**config.mk**
```make
export PLATFORM = sky130hd
export DESIGN_NAME = fir2_cascade_top
export DESIGN_NICKNAME = d
export VERILOG_FILES = /design/src/rtl/fir2_pkg.sv /design/src/rtl/fir2_phase_seq.sv /design/src/rtl/fir2_tap_store.sv /design/src/rtl/fir2_mac.sv /design/src/rtl/fir2_cascade_top.sv
export SDC_FILE = /design/constraint.sdc
export NUM_CORES = 1
export LEC_CHECK = 0
export BUFFER_PORTS_ARGS = -buffer_cell sky130_fd_sc_hd__buf_2
export CELL_PAD_IN_SITES_DETAIL_PLACEMENT = 2
export CELL_PAD_IN_SITES_GLOBAL_PLACEMENT = 2
export CORE_ASPECT_RATIO = 1.5
export CORE_MARGIN = 4
export CORE_UTILIZATION = 43
export CTS_BUF_LIST = sky130_fd_sc_hd__clkbuf_16
export DETAILED_ROUTE_END_ITERATION = 12
export PLACE_DENSITY = 0.89
export SYNTH_ARGS = -nofsm -noshare
export SYNTH_HDL_FRONTEND = slang
export SYNTH_SLANG_ARGS = --single-unit
```
**constraint.sdc**
```tcl
create_clock -name clk -period 6.7 [get_ports clk]
set_clock_uncertainty 0.2 [all_clocks]
set_input_delay 0.335 -clock clk [delete_from_list [all_inputs] [get_ports clk]]
set_output_delay 0.335 -clock clk [all_outputs]
set_load 0.05 [all_outputs]
```
**src/rtl/fir2_pkg.sv**
```systemverilog
package fir2_pkg;

  // Width that holds a sum of n unsigned products of dw x cw bits without wrap.
  function automatic int sum_width(input int dw, input int cw, input int n);
    return dw + cw + $clog2(n);
  endfunction

endpackage

```
**src/rtl/fir2_phase_seq.sv**
```systemverilog
module fir2_phase_seq #(
  parameter int TAPS = 4,
  localparam int PH_W = (TAPS > 1) ? $clog2(TAPS) : 1
) (
  input  logic            clk,
  input  logic            rst_n,
  input  logic            coef_load,
  output logic [PH_W-1:0] phase,
  output logic            first,
  output logic            period_end,
  output logic            valid
);

  localparam logic [PH_W-1:0] LAST = PH_W'(TAPS - 1);

  logic [PH_W-1:0] phase_q, phase_d;
  logic            primed_q, primed_d;
  logic            valid_q, valid_d;
  logic            bound;

  always_comb begin
    bound    = !coef_load && (phase_q == LAST);
    phase_d  = (coef_load || bound) ? '0 : phase_q + PH_W'(1);
    primed_d = primed_q;
    if (coef_load)  primed_d = 1'b0;
    else if (bound) primed_d = 1'b1;
    valid_d  = bound && primed_q;
  end

  always_ff @(posedge clk or negedge rst_n) begin
    if (!rst_n) begin
      phase_q  <= '0;
      primed_q <= 1'b0;
      valid_q  <= 1'b0;
    end else begin
      phase_q  <= phase_d;
      primed_q <= primed_d;
      valid_q  <= valid_d;
    end
  end

  assign phase      = phase_q;
  assign first      = (phase_q == '0);
  assign period_end = bound;
  assign valid      = valid_q;

  a_r4_single_pulse: assert property (@(posedge clk) disable iff (!rst_n)
    valid_q |=> !valid_q);

  a_r4_pulse_after_last_phase: assert property (@(posedge clk) disable iff (!rst_n)
    $rose(valid_q) |-> $past(phase_q == LAST));

  a_r6_load_quiets_strobe: assert property (@(posedge clk) disable iff (!rst_n)
    coef_load |=> !valid_q);

  a_r6_load_restarts_phase: assert property (@(posedge clk) disable iff (!rst_n)
    coef_load |=> (phase_q == '0));

endmodule

```
**src/rtl/fir2_tap_store.sv**
```systemverilog
module fir2_tap_store #(
  parameter int DATA_W = 8,
  parameter int COEF_W = 8,
  parameter int TAPS   = 4,
  parameter int STAGES = 2,
  localparam int PH_W  = (TAPS > 1) ? $clog2(TAPS) : 1
) (
  input  logic                           clk,
  input  logic                           rst_n,
  input  logic                           coef_load,
  input  logic [COEF_W-1:0]              coef_in,
  input  logic [DATA_W-1:0]              x_in,
  input  logic                           capture,
  input  logic [PH_W-1:0]                phase,
  output logic [STAGES-1:0][COEF_W-1:0]  coef_sel,
  output logic [STAGES-1:0][DATA_W-1:0]  data_sel
);

  localparam int NCOEF = TAPS * STAGES;
  localparam int CI_W  = (NCOEF > 1) ? $clog2(NCOEF) : 1;

  // Coefficient store: index j holds tap h_j once loading completes.
  logic [NCOEF-1:0][COEF_W-1:0] coef_q, coef_d;
  logic                         coef_en;

  // Sample windows: win_q[s][t] is the sample t periods older than stage s's newest.
  logic [STAGES-1:0][TAPS-1:0][DATA_W-1:0] win_q, win_d;
  logic                                    win_en;

  always_comb begin
    coef_en = coef_load;
    for (int j = 0; j < NCOEF - 1; j++) coef_d[j] = coef_q[j+1];
    coef_d[NCOEF-1] = coef_in;
  end

  always_comb begin
    win_en = coef_load || capture;
    win_d  = '0;
    if (!coef_load) begin
      win_d[0][0] = x_in;
      for (int s = 1; s < STAGES; s++) win_d[s][0] = win_q[s-1][TAPS-2];
      for (int s = 0; s < STAGES; s++)
        for (int t = 1; t < TAPS; t++) win_d[s][t] = win_q[s][t-1];
    end
  end

  always_ff @(posedge clk or negedge rst_n) begin
    if (!rst_n)       coef_q <= '0;
    else if (coef_en) coef_q <= coef_d;
  end

  always_ff @(posedge clk or negedge rst_n) begin
    if (!rst_n)      win_q <= '0;
    else if (win_en) win_q <= win_d;
  end

  for (genvar s = 0; s < STAGES; s++) begin : g_sel
    assign coef_sel[s] = coef_q[CI_W'(s * TAPS) + CI_W'(phase)];
    assign data_sel[s] = win_q[s][phase];
  end

  a_r5_coef_hold: assert property (@(posedge clk) disable iff (!rst_n)
    !coef_load |=> $stable(coef_q));

  a_r2_window_hold: assert property (@(posedge clk) disable iff (!rst_n)
    (!coef_load && !capture) |=> $stable(win_q));

  a_r6_window_clear: assert property (@(posedge clk) disable iff (!rst_n)
    coef_load |=> (win_q == '0));

endmodule

```
**src/rtl/fir2_mac.sv**
```systemverilog
module fir2_mac #(
  parameter int DATA_W = 8,
  parameter int COEF_W = 8,
  parameter int OUT_W  = 19
) (
  input  logic              clk,
  input  logic              rst_n,
  input  logic              clr,
  input  logic              first,
  input  logic [COEF_W-1:0] coef,
  input  logic [DATA_W-1:0] data,
  input  logic [OUT_W-1:0]  seed,
  output logic [OUT_W-1:0]  sum_nxt
);

  localparam int PROD_W = DATA_W + COEF_W;

  logic [PROD_W-1:0] prod;
  logic [OUT_W-1:0]  base;
  logic [OUT_W-1:0]  acc_q, acc_d;
  logic              acc_en;

  always_comb begin
    prod    = coef * data;
    base    = first ? seed : acc_q;
    sum_nxt = base + OUT_W'(prod);
    acc_en  = 1'b1;
    acc_d   = clr ? '0 : sum_nxt;
  end

  always_ff @(posedge clk or negedge rst_n) begin
    if (!rst_n)      acc_q <= '0;
    else if (acc_en) acc_q <= acc_d;
  end

  a_r1_no_wrap: assert property (@(posedge clk) disable iff (!rst_n)
    (!clr && !first) |-> (sum_nxt >= acc_q));

endmodule

```
**src/rtl/fir2_cascade_top.sv**
```systemverilog
module fir2_cascade_top
  import fir2_pkg::*;
#(
  parameter int DATA_W = 8,
  parameter int COEF_W = 8,
  parameter int TAPS   = 4,
  parameter int STAGES = 2,
  parameter int OUT_W  = sum_width(DATA_W, COEF_W, TAPS * STAGES)
) (
  input  logic              clk,
  input  logic              rst_n,
  input  logic [DATA_W-1:0] x_in,
  input  logic [COEF_W-1:0] coef_in,
  input  logic              coef_load,
  output logic [OUT_W-1:0]  y_out,
  output logic              y_valid
);

  localparam int PH_W = (TAPS > 1) ? $clog2(TAPS) : 1;

  logic [PH_W-1:0]                 phase;
  logic                            first;
  logic                            period_end;
  logic [STAGES-1:0][COEF_W-1:0]   coef_sel;
  logic [STAGES-1:0][DATA_W-1:0]   data_sel;
  logic [STAGES-1:0][OUT_W-1:0]    seed;
  logic [STAGES-1:0][OUT_W-1:0]    sum_nxt;
  // res_q[0] is the filter output; res_q[s>0] is the partial sum seeding stage s-1.
  logic [STAGES-1:0][OUT_W-1:0]    res_q, res_d;
  logic                            res_en;

  fir2_phase_seq #(.TAPS(TAPS)) u_seq (
    .clk        (clk),
    .rst_n      (rst_n),
    .coef_load  (coef_load),
    .phase      (phase),
    .first      (first),
    .period_end (period_end),
    .valid      (y_valid)
  );

  fir2_tap_store #(
    .DATA_W (DATA_W),
    .COEF_W (COEF_W),
    .TAPS   (TAPS),
    .STAGES (STAGES)
  ) u_store (
    .clk       (clk),
    .rst_n     (rst_n),
    .coef_load (coef_load),
    .coef_in   (coef_in),
    .x_in      (x_in),
    .capture   (period_end),
    .phase     (phase),
    .coef_sel  (coef_sel),
    .data_sel  (data_sel)
  );

  for (genvar s = 0; s < STAGES; s++) begin : g_stage
    if (s == STAGES - 1) begin : g_tail
      assign seed[s] = '0;
    end else begin : g_link
      assign seed[s] = res_q[s+1];
    end

    fir2_mac #(
      .DATA_W (DATA_W),
      .COEF_W (COEF_W),
      .OUT_W  (OUT_W)
    ) u_mac (
      .clk     (clk),
      .rst_n   (rst_n),
      .clr     (coef_load),
      .first   (first),
      .coef    (coef_sel[s]),
      .data    (data_sel[s]),
      .seed    (seed[s]),
      .sum_nxt (sum_nxt[s])
    );
  end

  always_comb begin
    res_en = coef_load || period_end;
    res_d  = coef_load ? '0 : sum_nxt;
  end

  always_ff @(posedge clk or negedge rst_n) begin
    if (!rst_n)      res_q <= '0;
    else if (res_en) res_q <= res_d;
  end

  assign y_out = res_q[0];

  a_r3_output_hold: assert property (@(posedge clk) disable iff (!rst_n)
    (!coef_load && !period_end) |=> $stable(y_out));

  a_r3_strobe_on_update: assert property (@(posedge clk) disable iff (!rst_n)
    y_valid |-> $past(period_end));

endmodule

```
Word-level counts from Yosys, hierarchy flattened
Cells that the tools add are included.
{"block": "op_classes", "add_sub_neg": 4, "n_mul": 2, "n_div": 0, "n_lt_le_gt_ge": 3, "n_eq_ne": 1, "n_shift": 0, "n_mux": 17, "n_bitwise": 0, "n_reduce_logical": 6}
{"cell": "$mux W19", "count": 4}
{"cell": "$mux W64", "count": 1}
{"cell": "$bmux W8 S2", "count": 3}
{"cell": "$add A19 B16 Y19", "count": 2}
{"cell": "$mux W38", "count": 1}
{"cell": "$mul A8 B8 Y16", "count": 2}
{"cell": "$mux W8", "count": 4}
{"cell": "$bmux W8 S3", "count": 1}
{"cell": "$lt A2 B4 Y1 const B", "count": 1}
{"cell": "$lt A3 B4 Y1 const B", "count": 1}
{"cell": "$add A3 B2 Y3 const A", "count": 1}
{"cell": "$lt A2 B3 Y1 const B", "count": 1}
{"cell": "$add A2 B1 Y2 const B", "count": 1}
{"cell": "$eq A2 B2 Y1 const B", "count": 1}
{"cell": "$logic_and A1 B1 Y1", "count": 2}
{"cell": "$logic_not A2 Y1", "count": 1}
{"cell": "$mux W1", "count": 2}
{"cell": "$mux W2", "count": 1}
{"cell": "$reduce_bool A2 Y1", "count": 1}
{"cell": "$logic_not A1 Y1", "count": 1}
{"cell": "$logic_or A1 B1 Y1", "count": 1}
{"block": "word_totals", "register_bits": 208, "latchBits": 0, "ramBits": 0, "romBits": 0, "in_bits": 19, "word_cells": 56, "mem_count": 0}

Longest topological paths before layout
Gate-level depths: netlist of run 1.
{"block": "logic_depth", "depth_word": 6, "ltp_mapped": 22, "ltp_nobuf": 18}

Modules after synthesis
From an unflattened synthesis of run 1, not the netlist that was laid out.
{"block": "unflattened", "hier_cells": 1245, "area_unflattened_um2": 14340.0}
{"mod": "fir2_tap_store", "n_inst": 1, "cells_each": 355, "area_each_um2": 5435.2, "seq_area_each_um2": 3002.9}
{"mod": "fir2_mac (g_stage[0].u_mac)", "n_inst": 1, "cells_each": 372, "area_each_um2": 3570.9, "seq_area_each_um2": 475.5}
{"mod": "fir2_mac (g_stage[1].u_mac)", "n_inst": 1, "cells_each": 363, "area_each_um2": 3468.3, "seq_area_each_um2": 475.5}
{"mod": "fir2_cascade_top", "n_inst": 1, "cells_each": 142, "area_each_um2": 1695.4, "seq_area_each_um2": 950.9}
{"mod": "fir2_phase_seq", "n_inst": 1, "cells_each": 13, "area_each_um2": 170.2, "seq_area_each_um2": 100.1}

Worst setup path before layout of run 1
No wires, ideal clock.
{"block": "synth_timing", "path_kind": "reg2reg", "start": "register u_seq.phase_q[1], in the netlist u_seq.phase[1]", "end": "register res_q, in the netlist y_out[12]", "t_arrival_ps": 5526, "setup_slack_ps": 895, "path_stages_with_launch": 22, "synth_period_minus_slack_ps": 5805, "cell_sequence": "dfrtp_1 > clkbuf_1 > clkbuf_1 > inv_1 > ha_1 > clkbuf_1 > clkbuf_1 > mux2i_1 > fa_1 > inv_1 > fa_1 > inv_1 > fa_1 > fa_1 > inv_1 > ha_1 > o21ai_0 > o21ai_0 > nand2_1 > o21ai_0 > mux2_2 > a21oi_1"}
{"block": "synth_between", "elab_chain_cells": 5, "word_cells_on_any_way": 12, "cone_classes": "1 x add/sub; 1 x mul; 1 x eq/ne; 6 x mux; 3 x reduce/logical"}
{"element": "start, declared", "line": "fir2_phase_seq.sv:16", "source": "logic [PH_W-1:0] phase_q, phase_d;"}
{"element": "start signal, assigned", "line": "fir2_phase_seq.sv:36", "source": "phase_q <= phase_d;"}
{"element": "$bmux W8 S2, on equally long branches", "line": "fir2_tap_store.sv:58, fir2_tap_store.sv:59"}
{"element": "$mux W8, on equally long branches", "line": "fir2_tap_store.sv:58, fir2_tap_store.sv:59"}
{"element": "$mul A8 B8 Y16", "line": "fir2_mac.sv:24", "source": "prod = coef * data;"}
{"element": "$add A19 B16 Y19", "line": "fir2_mac.sv:26", "source": "sum_nxt = base + OUT_W'(prod);"}
{"element": "$mux W38", "line": "fir2_cascade_top.sv:84", "source": "res_d = coef_load ? '0 : sum_nxt;"}
{"element": "end signal, assigned", "line": "fir2_cascade_top.sv:89", "source": "else if (res_en) res_q <= res_d;"}
{"element": "end, declared", "line": "fir2_cascade_top.sv:29", "source": "logic [STAGES-1:0][OUT_W-1:0] res_q, res_d;"}
Parallel ways exist; a longest one is shown, timed or not. The select of a mux whose other input is x is not followed.
A chain may end at the register's enable or synchronous reset.

Worst setup path after layout of run 1
{"block": "layout_timing", "start": "register u_seq.phase_q[1], in the netlist u_seq.phase[1]", "end": "register res_q[32] (netlist bit)"}
{"block": "layout_between", "elab_chain_cells": 6, "word_cells_on_any_way": 13, "cone_classes": "2 x add/sub; 1 x mul; 1 x eq/ne; 6 x mux; 3 x reduce/logical"}
{"element": "$add A3 B2 Y3", "line": "fir2_tap_store.sv:58", "source": "assign coef_sel[s] = coef_q[CI_W'(s * TAPS) + CI_W'(phase)];"}
{"element": "$bmux W8 S3", "line": "fir2_tap_store.sv:58"}
{"element": "$mux W8 (not written as such)", "line": "fir2_tap_store.sv:58"}
{"element": "$mul A8 B8 Y16", "line": "fir2_mac.sv:24"}
{"element": "$add A19 B16 Y19", "line": "fir2_mac.sv:26"}
{"element": "$mux W38", "line": "fir2_cascade_top.sv:84"}
Parallel ways exist; a longest one is shown, timed or not. The select of a mux whose other input is x is not followed.

==> metrics.txt, run 1 <==
total CTS buffers 17; FP Rows 80; asr flop ratio synth 100.0%; Total Wirelength 47,980 microns; CTS max path bufs 2; TritonCTS clock tree yes; post-cts gate resize count 0; Worst-Skew Late Latency 0.48 ns; Post-CTS Setup Bufs 0; GRT Util Overall 27.81%; Cell Area, Placed 14,640 sq um; Switch Pwr 1.053 mW; max-cap violations 0; initial core utilization 43.84%; Synth area leaders dfrtp_1, fa_1, ha_1, mux2_2, mux2i_1; switching power share of the total 33.79%; Cell variety after synth 52; Routability Congestion 0.8915; initial DRC count 442; status finished, final reports clean; Via density 5.829; H-tree Lvls 4; core area 32,030 sq um; Seq cells post-synth 200; Pleak 7.495 nW; final instance area 15,390 sq um; worst slew pin tran 1.021 ns; total power divided by cell area 202.4 nW/um^2; total grt overflow 0; die width 155.6 microns; placed wire-length estimate 32,820 microns; Clock power frac 34.0%; fin. max-slew vios 0; initial antenna violation count 2; post-synthesis sequential area ratio 35.64%; syn nets 1,509; internal power 2.063 mW; Fin. Hold Viols 0; nets@finish 1,537; Post-synth EDFFs 0; Syn Inst Count 1,306; combinational power share 20.3%; crit path kind flop to flop; DRC violations left 0; dpl ws 0.5566 ns; CP endpoint kind flop; HP Class input port to flop; P&R area growth vs syn 9.623%; Synth Flop Type dfrtp_1; IR drop worst, VDD 0.0001860 V; r2r worst-path depth 17; CTS Sinks 200; crit path time final 6.296 ns; largest net degree at the start of global routing 103; final worst setup slack 0.4040 ns; YS warnings 0; Peak Freq 158.8 MHz; vias in the first global route 12,470; layout cells sized above 1 14.18%; Overall Power 3.116 mW; Worst-path clk slew 0.09 ns; Antenna diodes 0; share of the synthesized area in the top cell type 35.64%; Arr. time, crit path 6.46 ns; Worst Setup Start Kind flop; RSZ-0062 raised after global routing false; Post-Synthesis Cell Area 14,040 sq um; Crit Path Max Fanout 33; final setup violation count 0; Yosys top cell by area dfrtp_1; Hold Path Stages 2; wire per inst 27.31 microns; slew margin rel. 31.70%; DIE AREA 35,670 sq um; post-route ant nets 0; port buffer count 38; die height 229.3 microns; syn avg cell area 10.75 sq um; first-pass GRT wire length 75,440 microns; I/O pin total 39; CTS Root Cell clkbuf_16; setup_tns 0 ns; Seq pwr share 45.7%; CP required 6.86 ns; DR pass1 iterations 4; via count 10,240; period utilisation layout 93.97%
==> cells in the mapped netlist, drive strengths merged (2+ instances only) <==
cell type  number
dfrtp         200
inv           183
nor2          109
fa            100
nand2          88
ha             84
and2           83
mux2i          81
mux2           77
clkbuf         36
mux4           32
a21oi          30
nor2b          25
o21ai          23
buf            18
nand3          15
nand2b         13
a21o           10
xnor2          10
o211ai          8
a31oi           7
o21a            7
xor2            7
a211oi          6
and3            6
nand4           5
nor3            5
a22o            4
nor3b           4
or3             4
a21boi          3
a221o           2
and4            2
nand3b          2
o2111ai         2
o211a           2
o21bai          2
o311ai          2
==> worst max-delay path, cell delays in order (launching register included) <==
cell	delay (ns)
dfrtp_1	0.39
buf_4	0.49
mux4_2	0.48
nand2_1	0.14
fa_1	0.54
inv_1	0.07
fa_1	0.52
inv_1	0.06
fa_1	0.51
fa_1	0.55
inv_1	0.08
ha_1	0.36
and3_1	0.26
a221oi_2	0.46
o21bai_1	0.21
a31oi_1	0.37
nor4_1	0.11
a311o_1	0.36
==> cells in the final DEF (no fill, tap or decap), drive strengths merged, types with 5 or more instances in the layout <==
cell,synthesis,routed
nor3,5,5
clkbuf,36,18
nor2,109,109
a211oi,6,6
a31oi,7,7
and3,6,6
a21o,10,10
clkinv,0,6
nor2b,25,25
dlygate4sd3,0,17
buf,18,45
ha,84,84
o21a,7,7
fa,100,100
mux4,32,32
nand4,5,5
nand2,88,88
a21oi,30,30
nand2b,13,13
inv,183,192
mux2,77,77
mux2i,81,81
xnor2,10,10
and2,83,83
xor2,7,7
o21ai,23,23
nand3,15,15
dfrtp,200,200
o211ai,8,8
==> cell type report <==
class                   instances  area, sq um
repair buffers                 63        460.4
well taps                     410        513.0
clock inverters                15        155.1
fillers                      3225        16640
multi-input cells             869         8147
inverters                     183        686.9
clock buffers                  17        425.4
flip-flops and latches        200         5006
==> cell families (layout without fill, tap and decap cells) <==
| kind of cell | Yosys count | in the layout | share of synthesized area, % |
|---|---|---|---|
| compound gates | 114 | 114 | 5.382 |
| xor+xnor | 17 | 17 | 1.060 |
| fa+ha+maj | 184 | 184 | 21.74 |
| buf+inv | 237 | 278 | 6.433 |
| flops | 200 | 200 | 35.64 |
| mux | 190 | 190 | 17.08 |
| simple gates | 364 | 364 | 12.66 |
==> final timing paths <==
path	endpoint	startpoint	slack [ns]
hold reg to reg	y_out[14]$_DFFE_PN0P_	y_out[14]$_DFFE_PN0P_	0.28
min in group asynchronous	u_store.win_q[4]$_DFFE_PN0P_	rst_n	0.21
setup reg to reg	res_q[32]$_DFFE_PN0P_	u_seq.phase[1]$_DFF_PN0_	0.40
setup / recovery	res_q[32]$_DFFE_PN0P_	u_seq.phase[1]$_DFF_PN0_	0.40
max in group asynchronous	g_stage[0].u_mac.acc_q[17]$_DFF_PN0_	rst_n	4.69
hold / removal	y_out[4]$_DFFE_PN0P_	coef_load	0.14
==> state kept, by name (all words and copies together) (netlist names) <==
register             cells
u_store.coef_d          56
u_store.win_q           56
y_out                   19
g_stage.u_mac.acc_q     38
u_seq.primed_q           1
u_store.coef_q           8
u_seq.phase              2
u_seq.valid              1
res_q                   19
==> what timing repair did <==
| item | 4_1_cts | 5_1_grt |
|---|---|---|
| endpoints found under the setup margin | 0 | 0 |
| hold buffers | 17 | 0 |
| endpoints found under the hold margin | 83 | 0 |
==> metal layers <==
metal	global-route usage (%)	part of all wire, %	vias to the layer above
met5	0	0.048	-
met4	12.81	4.6	4
met3	3.739	2.7	127
met2	52.34	56	256
met1	30.40	37	5508
li1	-	-	4346
==> power groups by stage <==
| stage | Clock, mW | Combinational [mW] | Sequential [mW] |
|---|---|---|---|
| after floorplan | 0 | 0.385 | 1.39 |
| after global placement | 0 | 0.561 | 1.41 |
| after detailed placement | 0 | 0.612 | 1.44 |
| after CTS | 1.08 | 0.634 | 1.42 |
| after global routing | 1.13 | 0.673 | 1.44 |
| final | 1.06 | 0.633 | 1.42 |
==> metrics by stage <==
| stage | hold slack, ns | instances | utilization, % |
|---|---|---|---|
| after floorplan | -0.1606 | 1306 | - |
| after global placement | 0.1705 | 1708 | 45.71 |
| after detailed placement | 0.1830 | 1708 | 45.71 |
| after CTS | 0.2197 | 1757 | 48.06 |
| after global routing | 0.2532 | 1757 | 48.06 |
| final | 0.1366 | 1757 | 48.06 |
Power figures use the tool's default switching activity.
==> inputs of run 2 (changes only) <==
--- a/config.mk
+++ b/config.mk
@@ -8,12 +8,11 @@
 export BUFFER_PORTS_ARGS = -buffer_cell sky130_fd_sc_hd__buf_2
 export CELL_PAD_IN_SITES_DETAIL_PLACEMENT = 2
 export CELL_PAD_IN_SITES_GLOBAL_PLACEMENT = 2
-export CORE_ASPECT_RATIO = 1.5
 export CORE_MARGIN = 4
-export CORE_UTILIZATION = 43
+export CORE_UTILIZATION = 46
 export CTS_BUF_LIST = sky130_fd_sc_hd__clkbuf_16
 export DETAILED_ROUTE_END_ITERATION = 12
-export PLACE_DENSITY = 0.89
+export PLACE_DENSITY = 0.94
 export SYNTH_ARGS = -nofsm -noshare
 export SYNTH_HDL_FRONTEND = slang
 export SYNTH_SLANG_ARGS = --single-unit
==> constraint.sdc (replaced) <==
create_clock -name clk -period 7.5 [get_ports clk]
set_clock_uncertainty 0.2 [all_clocks]
set_input_delay 0.375 -clock clk [delete_from_list [all_inputs] [get_ports clk]]
set_output_delay 0.375 -clock clk [all_outputs]
set_load 0.05 [all_outputs]
==> run 2 against run 1 <==
  * Routed wire length up 27%
  * Register-to-register slack got worse by 0.15 ns
  * Clock-buffer cell count stayed put
  * Global-route usage grew 9.9 points
  * First-iteration DRC count rose to 2.5 times the previous value
  * Critical endpoint is now y_out[12]$_DFFE_PN0P_
  * Die area shrank 6.4%
  * Worst hold slack got worse by 0.14 ns
  * Sequential power is 7% lower
  * Sequential share of layout area increased by 0.19 points
  * Total power shrank 6.2%
==> metrics.txt, run 2 (same netlist as run 1, synthesis figures left out) <==
status finished, final reports clean; cell mode on critical path fa_1; total CTS buffers 17; I/O pin total 39; Cell Area, Placed 14,590 sq um; Switch Pwr 1.051 mW; Worst-Skew Late Latency 0.49 ns; CP required 7.70 ns; r2r worst-path depth 16; max-cap violations 0; combinational power share 20.4%; Clock power frac 34.5%; most common cell after layout, fill and taps aside dfrtp_1; CTS Sinks 200; layout cells sized above 1 14.23%; Arr. time, crit path 7.44 ns; DRC violations left 0; Worst-path clk slew 0.09 ns; CTS Root Cell clkbuf_16; core area 29,870 sq um; initial core utilization 47.00%; Bufs and invs on worst path 3; FF-to-FF setup slack 0.25 ns; H-tree Lvls 4; final setup violation count 0; placed wire-length estimate 36,600 microns; slew margin rel. 17.96%; Peak Freq 138.0 MHz; final std cells w/o fill 1,733; initial antenna violation count 2; period utilisation layout 96.63%; TritonCTS clock tree yes; placed insts 1,688; wire per inst 35.28 microns; Pleak 7.461 nW; initial DRC count 1,122; die height 182.7 microns; Worst Setup Start Kind flop; CTS max path bufs 2; Total Wirelength 61,140 microns; total power divided by cell area 191.0 nW/um^2; total grt overflow 0; DR pass1 iterations 5; RSZ-0062 raised after global routing false; die width 182.7 microns; reg2reg end y_out[12]$_DFFE_PN0P_; most frequent cells in the layout dfrtp_1, inv_1, nor2_1, fa_1, nand2_1; fin. max-slew vios 0; filler cell count 2,901; internal power 1.873 mW; family with the most delay on the worst path adder cells; nets@finish 1,532; Fin. Hold Viols 0; Worst path slowest cell mux4_2; vias in the first global route 12,920; via count 11,170; critical path, cell by cell buf_4 > mux4_2 > and2_1 > fa_1 > fa_1 > inv_1 > fa_1 > fa_1 > inv_1 > ha_1 > o21ai_0 > o21ai_0 > nand2_1 > o21ai_0 > mux2_2 > a21oi_1; crit path kind flop to flop; post-cts gate resize count 0; final instance area 15,310 sq um; Min-Delay Endpoint u_store.win_q[7]$_DFFE_PN0P_; worst stage delay on the critical path 0.76 ns; switching power share of the total 35.94%; CP endpoint kind flop; setup_tns 0 ns; Routability Congestion 0.8593; Hold Path Stages 3; HP Class input port to flop; largest net degree at the start of global routing 104; post-route ant nets 0; worst slew pin tran 1.231 ns; first-pass GRT wire length 91,600 microns; IR drop worst, VDD 0.0003220 V; GRT Util Overall 37.67%; Via density 6.446; Seq pwr share 45.2%; Crit Path Max Fanout 22; DIE AREA 33,390 sq um; P&R area growth vs syn 8.999%; port buffer count 38; crit path time final 7.247 ns; Worst R2R Start u_seq.phase[0]$_DFF_PN0_; Hold Crit Start x_in[7]; FP Rows 63; Overall Power 2.924 mW
run 2: cell count changes in the layout (fill, tap and decap cells not counted), moves of 2 or more:
cell,delta
buf_12,-2
buf_4,+2
clkinv_4,-2
clkinvlp_4,+4
dlygate4sd3_1,-5
inv_6,-5
inv_8,+2
run 2: worst register-to-register path, cell delays in order, from the launching register on:
cell     delay [ns]
dfrtp_2        0.70
buf_4          0.54
mux4_2         0.77
and2_1         0.24
fa_1           0.42
fa_1           0.52
inv_1          0.12
fa_1           0.52
fa_1           0.52
inv_1          0.05
ha_1           0.33
o21ai_0        0.16
o21ai_0        0.64
nand2_1        0.28
o21ai_0        0.59
mux2_2         0.42
a21oi_1        0.12
run 2: how the worst max path moves through the flow:
stage / cells past startpoint / start / slack [ns] / end
final: 16 / u_seq.phase[0]$_DFF_PN0_ / 0.25 / y_out[12]$_DFFE_PN0P_
after global routing: 16 / u_seq.phase[0]$_DFF_PN0_ / 0.02 / y_out[12]$_DFFE_PN0P_
after CTS: 16 / u_seq.phase[0]$_DFF_PN0_ / 0.46 / y_out[12]$_DFFE_PN0P_
after detailed placement: 16 / u_seq.phase[0]$_DFF_PN0_ / 0.66 / y_out[12]$_DFFE_PN0P_
after global placement: 16 / u_seq.phase[0]$_DFF_PN0_ / 1.17 / y_out[12]$_DFFE_PN0P_
after floorplan: 21 / u_seq.phase[1]$_DFF_PN0_ / 1.70 / y_out[12]$_DFFE_PN0P_
run 2: power by group through the flow:
stage	registers [mW]	clock network, mW	logic [mW]
2_1_floorplan	1.24	0	0.344
3_3_place_gp	1.27	0	0.471
3_5_place_dp	1.31	0	0.532
4_1_cts	1.30	1.00	0.570
5_1_grt	1.32	1.06	0.615
6_report	1.32	1.01	0.595
run 2: per-layer routing:
metal  part of all wire, %  track usage, %  routed length (microns)  up-vias
met1                    36           43.51                    22120     5904
met4                   7.6           24.17                     4648        2
met5                 0.013               0                        8        -
met3                   6.5           8.411                     3983      285
li1                      -               -                        -     4320
met2                    50           63.34                    30380      660
run 2: cell type report:
class	instances	area [sq um]	area share (%)
diodes	1	2.502	0.01635
clock buffers	17	425.4	2.779
clock inverters	15	165.2	1.079
inverters	183	686.9	4.488
multi-input cells	869	8147	53.22
flip-flops and latches	200	5006	32.71
well taps	390	488.0	3.188
repair buffers	58	385.4	2.518
run 2: through the flow:
step	hold WS [ns]	util (%)	setup WS, ns
after floorplan	-0.1206	-	1.695
after global placement	0.2534	48.85	1.173
after detailed placement	0.2636	48.85	0.6635
after CTS	0.00008893	51.23	0.4634
after global routing	0.01142	51.23	0.02080
final	0.001257	51.23	0.2528
run 2: timing repair:
action                    CTS  global route
hold endpoints to repair   88             0
hold buffers               12             0
buffers inserted            0             0
